===== src/rtl/ea_modifier_pkg.sv =====
package ea_modifier_pkg;
  localparam int unsigned NUM_XR = 8;
  localparam int unsigned TAG_W  = 6;

  typedef enum logic [1:0] {
    MOD_R  = 2'b00,
    MOD_RI = 2'b01,
    MOD_IT = 2'b10,
    MOD_IR = 2'b11
  } mod_e;

  typedef enum logic [1:0] {
    FLT_NONE    = 2'd0,
    FLT_LOCKUP  = 2'd1,
    FLT_LINK    = 2'd2,
    FLT_ILLEGAL = 2'd3
  } flt_e;

  typedef enum logic [1:0] {
    ST_IDLE, ST_EVAL, ST_FETCH, ST_FETCH2
  } st_e;

  localparam logic [TAG_W-1:0] TAG_SEGPTR  = 6'o43;
  localparam logic [TAG_W-1:0] TAG_LINKFLT = 6'o46;
endpackage


===== src/rtl/eam_index_sel.sv =====
module eam_index_sel
  import ea_modifier_pkg::*;
#(
  parameter int unsigned AW = 18,
  parameter int unsigned DW = 36
) (
  input  logic [3:0]           td_i,
  input  logic [NUM_XR*AW-1:0] xr_i,
  input  logic [DW-1:0]        a_i,
  input  logic [DW-1:0]        q_i,
  input  logic [AW-1:0]        ic_i,
  output logic [AW-1:0]        idx_o,
  output logic                 imm_o,
  output logic                 imm_hi_o
);
  logic [AW-1:0] xr [NUM_XR];

  for (genvar g = 0; g < NUM_XR; g++) begin : g_xr
    assign xr[g] = xr_i[g*AW +: AW];
  end

  always_comb begin
    idx_o    = '0;
    imm_o    = 1'b0;
    imm_hi_o = 1'b0;
    if (td_i[3]) begin
      idx_o = xr[td_i[2:0]];
    end else begin
      unique case (td_i[2:0])
        3'd0: idx_o = '0;
        3'd1: idx_o = a_i[DW-1 -: AW];
        3'd2: idx_o = q_i[DW-1 -: AW];
        3'd3: begin imm_o = 1'b1; imm_hi_o = 1'b1; end
        3'd4: idx_o = ic_i;
        3'd5: idx_o = a_i[AW-1:0];
        3'd6: idx_o = q_i[AW-1:0];
        3'd7: imm_o = 1'b1;
        default: idx_o = '0;
      endcase
    end
  end
endmodule


===== src/rtl/eam_lockup.sv =====
module eam_lockup #(
  parameter int unsigned LIMIT = 64
) (
  input  logic clk_i,
  input  logic rst_ni,
  input  logic clr_i,
  input  logic inc_i,
  output logic at_limit_o
);
  localparam int unsigned CW = $clog2(LIMIT + 1);

  logic [CW-1:0] cnt_q;

  always_ff @(posedge clk_i or negedge rst_ni) begin
    if (!rst_ni)               cnt_q <= '0;
    else if (clr_i)            cnt_q <= '0;
    else if (inc_i && !at_limit_o) cnt_q <= cnt_q + 1'b1;
  end

  assign at_limit_o = (cnt_q == CW'(LIMIT));
endmodule


===== src/rtl/ea_modifier.sv =====
module ea_modifier
  import ea_modifier_pkg::*;
#(
  parameter int unsigned AW           = 18,
  parameter int unsigned DW           = 36,
  parameter int unsigned LOCKUP_LIMIT = 64
) (
  input  logic                 clk_i,
  input  logic                 rst_ni,
  input  logic                 start_i,
  input  logic [AW-1:0]        addr_i,
  input  logic [TAG_W-1:0]     tag_i,
  input  logic [AW-1:0]        ic_i,
  input  logic [DW-1:0]        a_i,
  input  logic [DW-1:0]        q_i,
  input  logic [NUM_XR*AW-1:0] xr_i,
  output logic                 busy_o,
  output logic                 done_o,
  output logic [AW-1:0]        ea_o,
  output logic                 imm_o,
  output logic                 imm_hi_o,
  output logic                 seg_vld_o,
  output logic [AW-1:0]        seg_o,
  output logic                 fault_o,
  output logic [1:0]           fault_code_o,
  output logic                 mem_req_o,
  output logic [AW-1:0]        mem_addr_o,
  input  logic                 mem_ready_i,
  input  logic [DW-1:0]        mem_rdata_i
);
  st_e              st_q, st_d;
  logic [AW-1:0]    cur_y_q, rd_addr_q, seg_q, ea_q;
  logic [TAG_W-1:0] cur_tag_q;
  logic             pend_vld_q, seg_vld_q, done_q, imm_q, hi_q;
  logic [3:0]       pend_td_q;
  flt_e             flt_q;

  mod_e          cur_mod;
  logic [3:0]    td_sel;
  logic [AW-1:0] idx, sum, w_addr, iss_addr, f_ea;
  logic [TAG_W-1:0] w_tag;
  logic          sel_imm, sel_hi, at_limit, accept;
  logic          fin, f_imm, f_hi, issue, ld_word, set_pend, set_seg;
  flt_e          f_flt;
  logic          unused_rdata;

  assign cur_mod = mod_e'(cur_tag_q[5:4]);
  assign td_sel  = (cur_mod == MOD_R && pend_vld_q) ? pend_td_q : cur_tag_q[3:0];
  assign w_addr  = mem_rdata_i[DW-1 -: AW];
  assign w_tag   = mem_rdata_i[TAG_W-1:0];
  assign unused_rdata = ^mem_rdata_i[DW-AW-1:TAG_W];
  assign sum     = cur_y_q + idx;
  assign accept  = (st_q == ST_IDLE) && start_i;

  eam_index_sel #(.AW(AW), .DW(DW)) u_idx (
    .td_i    (td_sel),
    .xr_i    (xr_i),
    .a_i     (a_i),
    .q_i     (q_i),
    .ic_i    (ic_i),
    .idx_o   (idx),
    .imm_o   (sel_imm),
    .imm_hi_o(sel_hi)
  );

  eam_lockup #(.LIMIT(LOCKUP_LIMIT)) u_lock (
    .clk_i     (clk_i),
    .rst_ni    (rst_ni),
    .clr_i     (accept),
    .inc_i     (issue),
    .at_limit_o(at_limit)
  );

  always_comb begin
    st_d     = st_q;
    fin      = 1'b0;
    f_flt    = FLT_NONE;
    f_imm    = 1'b0;
    f_hi     = 1'b0;
    f_ea     = sum;
    issue    = 1'b0;
    iss_addr = rd_addr_q;
    ld_word  = 1'b0;
    set_pend = 1'b0;
    set_seg  = 1'b0;
    unique case (st_q)
      ST_IDLE: if (start_i) st_d = ST_EVAL;
      ST_EVAL: begin
        unique case (cur_mod)
          MOD_R: begin
            fin   = 1'b1;
            f_imm = sel_imm;
            f_hi  = sel_hi;
            if (sel_imm) f_ea = cur_y_q;
          end
          MOD_RI: begin
            if (sel_imm)       begin fin = 1'b1; f_flt = FLT_ILLEGAL; end
            else if (at_limit) begin fin = 1'b1; f_flt = FLT_LOCKUP;  end
            else begin issue = 1'b1; iss_addr = sum; st_d = ST_FETCH; end
          end
          MOD_IR: begin
            set_pend = 1'b1;
            if (at_limit) begin fin = 1'b1; f_flt = FLT_LOCKUP; end
            else begin issue = 1'b1; iss_addr = cur_y_q; st_d = ST_FETCH; end
          end
          default: begin fin = 1'b1; f_flt = FLT_ILLEGAL; end
        endcase
      end
      ST_FETCH: begin
        if (mem_ready_i) begin
          if (w_tag == TAG_SEGPTR) begin
            set_seg = 1'b1;
            if (at_limit) begin fin = 1'b1; f_flt = FLT_LOCKUP; end
            else begin issue = 1'b1; iss_addr = rd_addr_q + 1'b1; st_d = ST_FETCH2; end
          end else if (w_tag == TAG_LINKFLT) begin
            fin = 1'b1; f_flt = FLT_LINK;
          end else if (w_tag[5:4] == MOD_IT) begin
            fin = 1'b1; f_flt = FLT_ILLEGAL;
          end else begin
            ld_word = 1'b1; st_d = ST_EVAL;
          end
        end
      end
      ST_FETCH2: if (mem_ready_i) begin ld_word = 1'b1; st_d = ST_EVAL; end
      default: st_d = ST_IDLE;
    endcase
    if (fin) st_d = ST_IDLE;
  end

  always_ff @(posedge clk_i or negedge rst_ni) begin
    if (!rst_ni) begin
      st_q       <= ST_IDLE;
      cur_y_q    <= '0;
      cur_tag_q  <= '0;
      rd_addr_q  <= '0;
      pend_vld_q <= 1'b0;
      pend_td_q  <= '0;
      seg_q      <= '0;
      seg_vld_q  <= 1'b0;
      done_q     <= 1'b0;
      ea_q       <= '0;
      imm_q      <= 1'b0;
      hi_q       <= 1'b0;
      flt_q      <= FLT_NONE;
    end else begin
      st_q   <= st_d;
      done_q <= fin;
      if (accept) begin
        cur_y_q    <= addr_i;
        cur_tag_q  <= tag_i;
        pend_vld_q <= 1'b0;
        seg_vld_q  <= 1'b0;
      end
      if (ld_word) begin
        cur_y_q   <= w_addr;
        cur_tag_q <= w_tag;
      end
      if (set_pend) begin
        pend_vld_q <= 1'b1;
        pend_td_q  <= cur_tag_q[3:0];
      end
      if (set_seg) begin
        seg_vld_q <= 1'b1;
        seg_q     <= w_addr;
      end
      if (issue) rd_addr_q <= iss_addr;
      if (fin) begin
        ea_q  <= f_ea;
        imm_q <= f_imm;
        hi_q  <= f_hi;
        flt_q <= f_flt;
      end
    end
  end

  assign busy_o       = (st_q != ST_IDLE);
  assign done_o       = done_q;
  assign ea_o         = ea_q;
  assign imm_o        = done_q && imm_q;
  assign imm_hi_o     = done_q && hi_q;
  assign seg_vld_o    = done_q && seg_vld_q;
  assign seg_o        = seg_q;
  assign fault_o      = done_q && (flt_q != FLT_NONE);
  assign fault_code_o = done_q ? flt_q : FLT_NONE;
  assign mem_req_o    = (st_q == ST_FETCH) || (st_q == ST_FETCH2);
  assign mem_addr_o   = rd_addr_q;
endmodule


===== config.mk =====
export PLATFORM = sky130hd
export DESIGN_NAME = ea_modifier
export DESIGN_NICKNAME = d
export VERILOG_FILES = /design/src/rtl/ea_modifier_pkg.sv /design/src/rtl/eam_index_sel.sv /design/src/rtl/eam_lockup.sv /design/src/rtl/ea_modifier.sv
export SDC_FILE = /design/constraint.sdc
export NUM_CORES = 1
export LEC_CHECK = 0
export BUFFER_PORTS_ARGS = -buffer_cell sky130_fd_sc_hd__buf_4
export CORE_AREA = 2 2 141 143
export CTS_CLUSTER_SIZE = 28
export DETAILED_ROUTE_END_ITERATION = 8
export DIE_AREA = 0 0 143 145
export HOLD_SLACK_MARGIN = 0.08
export PLACE_DENSITY = 0.74
export SYNTH_ARGS = -nofsm -noshare
export SYNTH_HDL_FRONTEND = slang
export SYNTH_SLANG_ARGS = --single-unit

===== constraint.sdc =====
create_clock -name clk_i -period 4.2 [get_ports clk_i]
set_input_delay 0.63 -clock clk_i [delete_from_list [all_inputs] [get_ports clk_i]]
set_output_delay 0.63 -clock clk_i [all_outputs]
set_load 0.1 [all_outputs]

==> results of run 1 <==
## cells in the final DEF, fill, tap and decap left out, types with 10 or more instances in the layout
| cell type | count |
|---|---|
| dfrtp_1 | 98 |
| inv_1 | 18 |
| clkbuf_16 | 13 |
| and3_1 | 15 |
| mux2i_1 | 45 |
| o21ai_1 | 18 |
| buf_4 | 437 |
| a31oi_1 | 16 |
| a22oi_1 | 15 |
| nor2_1 | 56 |
| nand2_1 | 129 |
| a222oi_1 | 13 |
| nand3_1 | 27 |
| o21ai_0 | 77 |
| ha_1 | 17 |
| a21oi_1 | 38 |
| nor3_1 | 10 |
| mux4_2 | 35 |
| mux2_2 | 23 |
## cell families (layout without fill, tap and decap cells)
family,Yosys count,count (layout),synth area share [%]
AND/OR/NAND/NOR,288,288,17.05
AO/OA/AOI/OAI,252,252,20.19
multiplexers,113,113,20.58
flip-flops,98,98,31.44
buffers and inverters,80,484,4.282
adder cells (fa/ha/maj),25,25,4.106
XOR/XNOR,21,21,2.358
other,0,1,0
## metrics by stage
step / util (%) / total power [mW] / setup TNS (ns) / cell area, um^2
after floorplan: - / 7.574 / 0 / 7814
after global placement: 58.27 / 10.46 / -0.3384 / 11190
after detailed placement: 58.27 / 10.58 / -0.5647 / 11190
after CTS: 60.43 / 11.65 / -0.07977 / 11610
after global routing: 62.23 / 13.35 / -2.038 / 11950
final: 62.24 / 12.63 / -0.5454 / 11960
## registers in the layout, indices dropped and copies added (netlist names)
register,count
done_o,1
u_lock.cnt_q,7
seg_vld_q,1
pend_vld_q,1
seg_o,18
cur_tag_q,6
cur_y_q,18
imm_q,1
hi_q,1
st_q,2
pend_td_q,4
ea_o,18
flt_q,2
mem_addr_o,18
## power by group
group / internal (mW) / total [mW] / switching (mW) / leakage, nW
sequential: 1.32 / 1.85 / 0.529 / 1.22
combinational: 4.12 / 9.97 / 5.85 / 4.18
clock: 0.423 / 0.813 / 0.389 / 0.133
total: 5.86 / 12.6 / 6.77 / 5.54
## critical path, stage by stage (launching register included)
cell       delay [ns]
dfrtp_1          0.41
nor3b_4          0.30
buf_12           0.15
mux2_4           0.37
clkbuf_16        0.20
mux4_2           0.45
mux2i_4          0.20
o21ai_1          0.12
ha_1             0.32
o211ai_1         0.11
o211ai_1         0.33
a311o_1          0.26
nand3_2          0.10
a311oi_2         0.32
xor2_1           0.17
or3_1            0.33
a31oi_1          0.16
## worst paths after layout
check | start | to | slack, ns | cells after the start
max | cur_tag_q[5]$_DFFE_PN0P_ | ea_o[17]$_DFFE_PN0P_ | -0.17 | 16
min | rst_ni | seg_o[9]$_DFFE_PN0P_ | 0.41 | 1
max reg2reg | cur_tag_q[5]$_DFFE_PN0P_ | ea_o[17]$_DFFE_PN0P_ | -0.17 | 16
min reg2reg | hi_q$_DFFE_PN0P_ | hi_q$_DFFE_PN0P_ | 0.47 | 2
max in group asynchronous | rst_ni | ea_o[17]$_DFFE_PN0P_ | 2.86 | 2
min in group clk_i | hi_q$_DFFE_PN0P_ | hi_q$_DFFE_PN0P_ | 0.47 | 2
## layout make-up
cell class,count,area (um^2)
Inverter,20,75.07
Clock inverter,6,47.55
Clock buffer,10,239.0
Multi-Input combinational cell,699,5321
Antenna cell,1,2.502
Timing Repair Buffer,448,3486
Fill cell,1678,7252
Sequential cell,98,2452
Tap cell,265,331.6
## timing repair
action / CTS / global route
pin swaps: 10 / 31
setup buffers: 3 / 6
setup endpoints to repair: 17 / 22
gates resized for setup: 30 / 56
gates cloned: 1 / 4
## per-layer routing
layer  global-route usage [%]  vias to the layer above  wire length [um]
met5                        0                        -                12
met4                    10.50                        2              1061
met3                    5.941                       58              2670
met2                    52.78                      439             16680
met1                    45.35                     4396             14840
li1                         -                     4080                 -
==> results.md, run 1 <==
- Yosys warnings: 0
- LEAKAGE: 5.541 nW
- Layout Nets: 1,599
- Hold slack: 0.4052 ns
- Share of layout cells above drive strength 1: 45.36%
- Top cells by count, synth: nand2_1 (129), o21ai_0 (101), dfrtp_1 (98)
- Starting density of the core: 40.62%
- Crit Path Max Fanout: 6
- Drt initial violations: 834
- Setup WS pre-CTS: -0.1414 ns
- RSZ-0062 raised after global routing: true
- Clock Tree Root: clkbuf_16
- PnR worst setup slack: -0.1728 ns
- CTS tree: built
- Synthesized netlist cell count: 877
- Via count: 8,975
- Post-Route WL: 35,260 um
- Initial antenna violation count: 5
- PortBufs: 348
- GR Overflow Total: 0
- Die Width: 143 um
- Sequential fraction of the synthesis area: 31.44%
- Largest net degree at the start of global routing: 72
- Slew Viols, Final: 0
- Post-Syn Area: 7801 um^2
- Mean routed wirelength per cell: 22.79 um
- FMAX: 228.7 MHz
- Crit Path Category: reg -> reg
- Power Density: 1057 nW/um^2
- I/O Pins: 361
- Final GP Congestion: 0.9913
- Minimum clock period after layout: 4.373 ns
- Count leader, synth: nand2_1
- DRC: 0
- Tcrit/Tclk final: 104.1%
- Failing checks: negative setup slack
- Dominant synthesized flop cell: dfrtp_1
- Dpl hpwl: 27,950 um
- Worst Tran Pin Value: 0.9915 ns
- Area of the core: 19,210 um^2
- Final antenna-violating net count: 0
- VDD IR-drop max: 536.2 uV
- Clock sink count: 98
- Drt via density: 5.802
- Net count after synthesis: 1,200
- Library cells used by synthesis: 65
- Result of the run: finished with violations
- Crit path required time: 4.47 ns
- Seq cells post-synth: 98
- Hold WC Path Type: in -> async
- DR pass1 iterations: 5
- Post-Place Cells: 1,517
- Total track usage: 33.04%
- Number of global-route vias before repair: 8,649
- Row cnt: 51
- Hold buffer count at cts: 0
- Worst-path clk slew: 0.07 ns
- H-tree depth: 3
- Global-route wire length before repair: 51,530 um
- Critical Path AT: 4.65 ns
- CTS Buf Count: 9
- Worst skew pair latency: 0.36 ns
- Die area: 20,740 um^2
- Syn avg cell area: 8.895 um^2
- Async S/R FF share, synth: 100.0%
- Max_slew headroom: 33.90%
- Startpoint type of the worst setup path: flop
- Final setup fails: 5
- Number of max-cap violations: 0
- Final std cells w/o fill: 1,547
- Die Ht: 145 um
- CTS Buffer Depth: 2
- Fin. Hold Viols: 0
- Worst Skew: 0.009223 ns
- Share of the synthesized area in the top cell type: 31.44%
- Top cells by area, synth: dfrtp_1 (31%), mux4_2 (10%), mux2i_1 (6.7%), o21ai_0 (6.5%), nand2_1 (6.2%)
- Area grow syn2layout: 53.25%
- Synth area leader: dfrtp_1
- EDFF count, synth: 0
- Crit end category: flop
Note: power is estimated with default switching activity, not from simulation.
==> run 2, diff against run 1 <==
--- a/config.mk
+++ b/config.mk
@@ -11,7 +11,7 @@
 export DETAILED_ROUTE_END_ITERATION = 8
 export DIE_AREA = 0 0 143 145
 export HOLD_SLACK_MARGIN = 0.08
-export PLACE_DENSITY = 0.74
+export PLACE_DENSITY = 0.81
 export SYNTH_ARGS = -nofsm -noshare
 export SYNTH_HDL_FRONTEND = slang
 export SYNTH_SLANG_ARGS = --single-unit
==> results.md, run 2 (synthesized netlist as in run 1, its figures left out) <==
- Worst-path clk slew: 0.07 ns (about the same)
- GR Overflow Total: 0 (unchanged)
- Critical Path AT: 4.58 ns (-0.07 ns)
- Initial antenna violation count: 13 (+8)
- Top Layer Used: met5
- Worst Skew: 0.008036 ns (-0.001187 ns)
- Drt initial violations: 781 (-6.4%)
- Global-route wire length before repair: 51,810 um (+0.54%)
- Final antenna-violating net count: 0 (unchanged)
- Crit Path Max Fanout: 7 (+1)
- Die Ht: 145 um (unchanged)
- LEAKAGE: 5.614 nW (+1.3%)
- Die area: 20,740 um^2 (unchanged)
- Largest net degree at the start of global routing: 72 (unchanged)
- PnR worst setup slack: -0.09487 ns (+0.07794 ns)
- Max_slew headroom: 36.59% (+2.7 points)
- Failing checks: negative setup slack
- Most frequent cells in the layout: buf_4 (442), nand2_1 (128), dfrtp_1 (98)
- Setup WS pre-CTS: -0.2785 ns (-0.1371 ns)
- Via count: 9,097 (+1.4%)
- Dpl hpwl: 28,000 um (+0.17%)
- Clock Tree Root: clkbuf_16
- Tot Pwr: 12.68 mW (+0.38%)
- FMAX: 232.8 MHz (+1.8%)
- Result of the run: finished with violations
- Worst skew pair latency: 0.36 ns (about the same)
- Total track usage: 33.42% (+0.39 points)
- Crit Path Category: reg -> reg
- Die Width: 143 um (unchanged)
- Worst Tran Pin Value: 0.9512 ns (-0.04028 ns)
- Hold WC Path Type: in -> async
- Wire length on met2: 16,930 um (+1.5%)
- Number of max-cap violations: 0 (unchanged)
- Crit end category: flop
- VDD IR-drop max: 451.7 uV (-16%)
- RSZ-0062 raised after global routing: true
- Mean routed wirelength per cell: 22.89 um (+0.43%)
- Minimum clock period after layout: 4.295 ns (-0.07794 ns)
- DRC: 0 (unchanged)
- Filler cells: 1,629 (-2.9%)
- CTS Buffer Depth: 2 (unchanged)
- FF/Latch Area: 2452 um^2 (unchanged)
- Design area: 12,080 um^2 (+1.0%)
- Number of global-route vias before repair: 8,865 (+2.5%)
- Starting density of the core: 40.62% (unchanged)
- PortBufs: 348 (unchanged)
- Slew Viols, Final: 0 (unchanged)
- Final setup fails: 7 (+2)
- Met1 WL: 13,750 um (-7.3%)
- CTS tree: built
- Crit path required time: 4.48 ns (about the same)
- Worst reg2reg setup slack: -0.09 ns (+0.08 ns)
- Post-Route WL: 35,830 um (+1.6%)
- Multi-input combinational cell area: 5358 um^2 (+0.68%)
- CTS Buf Count: 9 (unchanged)
- H-tree depth: 3 (unchanged)
- Wire length on met3: 3605 um (+35%)
- I/O Pins: 361 (unchanged)
- Final core utilization: 62.88% (+0.64 points)
- Clock sink count: 98 (unchanged)
- Tcrit/Tclk final: 102.3% (-1.9 points)
- Startpoint type of the worst setup path: flop
- Layout Nets: 1,611 (+0.75%)
- DR pass1 iterations: 6 (+1)
- Power Density: 1050 nW/um^2 (-0.64%)
- Share of layout cells above drive strength 1: 46.02% (+0.66 points)
- Drt via density: 5.813 (+0.19%)
- Area grow syn2layout: 54.82%
- Final GP Congestion: 1.085 (+9.5%)
- Placed cell areas: 11,190 um^2 (about the same)
- Row cnt: 51 (unchanged)
- Commonest non-fill, non-tap cell in the layout: buf_4
- Fin. Hold Viols: 0 (unchanged)
- Area of the core: 19,210 um^2 (unchanged)
## run 2: changes by cell type in the layout (fill, tap and decap cells not counted), sizes merged
cell / change
diode: +6
buf: +13
mux2: +2
clkbuf: -2
clkinv: +1
clkinvlp: -2
## run 2: area by class of cell
cell class	instances	area share, %
diodes	7	0.1450
clock buffers	11	2.010
clock inverters	5	0.3108
inverters	20	0.6216
multi-input cells	701	44.36
flip-flops and latches	98	20.30
well taps	265	2.745
repair buffers	458	29.50
## run 2: through the flow
step	cells	setup TNS (ns)	hold WS [ns]
after floorplan	877	0	0.3344
after global placement	1513	-1.497	0.4540
after detailed placement	1513	-2.696	0.4618
after CTS	1540	0	0.4513
after global routing	1562	-3.138	0.4924
final	1565	-0.3279	0.4132
## run 2: report_power, final
part	internal (mW)	switching [mW]	leakage (nW)	total [mW]
registers	1.32	0.519	1.22	1.83
logic	4.15	5.88	4.25	10.0
clock network	0.423	0.394	0.138	0.818
total	5.89	6.79	5.61	12.7
## run 2: worst max-delay path, stage by stage (launching register included)
cell and delay, ns:
dfrtp_1 0.40, nor3b_2 0.19, buf_4 0.18, mux2_4 0.35
buf_12 0.16, buf_4 0.13, mux4_2 0.46, mux2i_1 0.20
o21ai_1 0.12, ha_1 0.32, o211ai_1 0.12, o211ai_1 0.25
a311o_1 0.26, nand3_2 0.11, a311oi_2 0.31, xor2_1 0.16
or3_1 0.33, a31oi_1 0.16
## run 2: path summary, 6_finish.rpt
| path | cells after the start | from | end |
|---|---|---|---|
| max in group asynchronous | 2 | rst_ni | u_lock.cnt_q[3]$_DFFE_PN0P_ |
| hold reg to reg | 2 | hi_q$_DFFE_PN0P_ | hi_q$_DFFE_PN0P_ |
| setup / recovery | 17 | cur_tag_q[5]$_DFFE_PN0P_ | ea_o[17]$_DFFE_PN0P_ |
| min in group clk_i | 2 | hi_q$_DFFE_PN0P_ | hi_q$_DFFE_PN0P_ |
| setup reg to reg | 17 | cur_tag_q[5]$_DFFE_PN0P_ | ea_o[17]$_DFFE_PN0P_ |
| hold / removal | 1 | rst_ni | seg_o[9]$_DFFE_PN0P_ |
## run 2: layer usage
metal | vias to the layer above | global-route usage (%)
li1 | 4107 | -
met1 | 4339 | 43.48
met2 | 531 | 53.13
met3 | 102 | 8.581
met4 | 18 | 12.97
met5 | - | 0
## run 2: what timing repair did
item,4_1_cts,5_1_grt
hold buffers,0,0
resized for setup,39,56
cloned,2,1
endpoints found under the setup margin,18,22
pin swaps,14,30
setup buffers,9,17
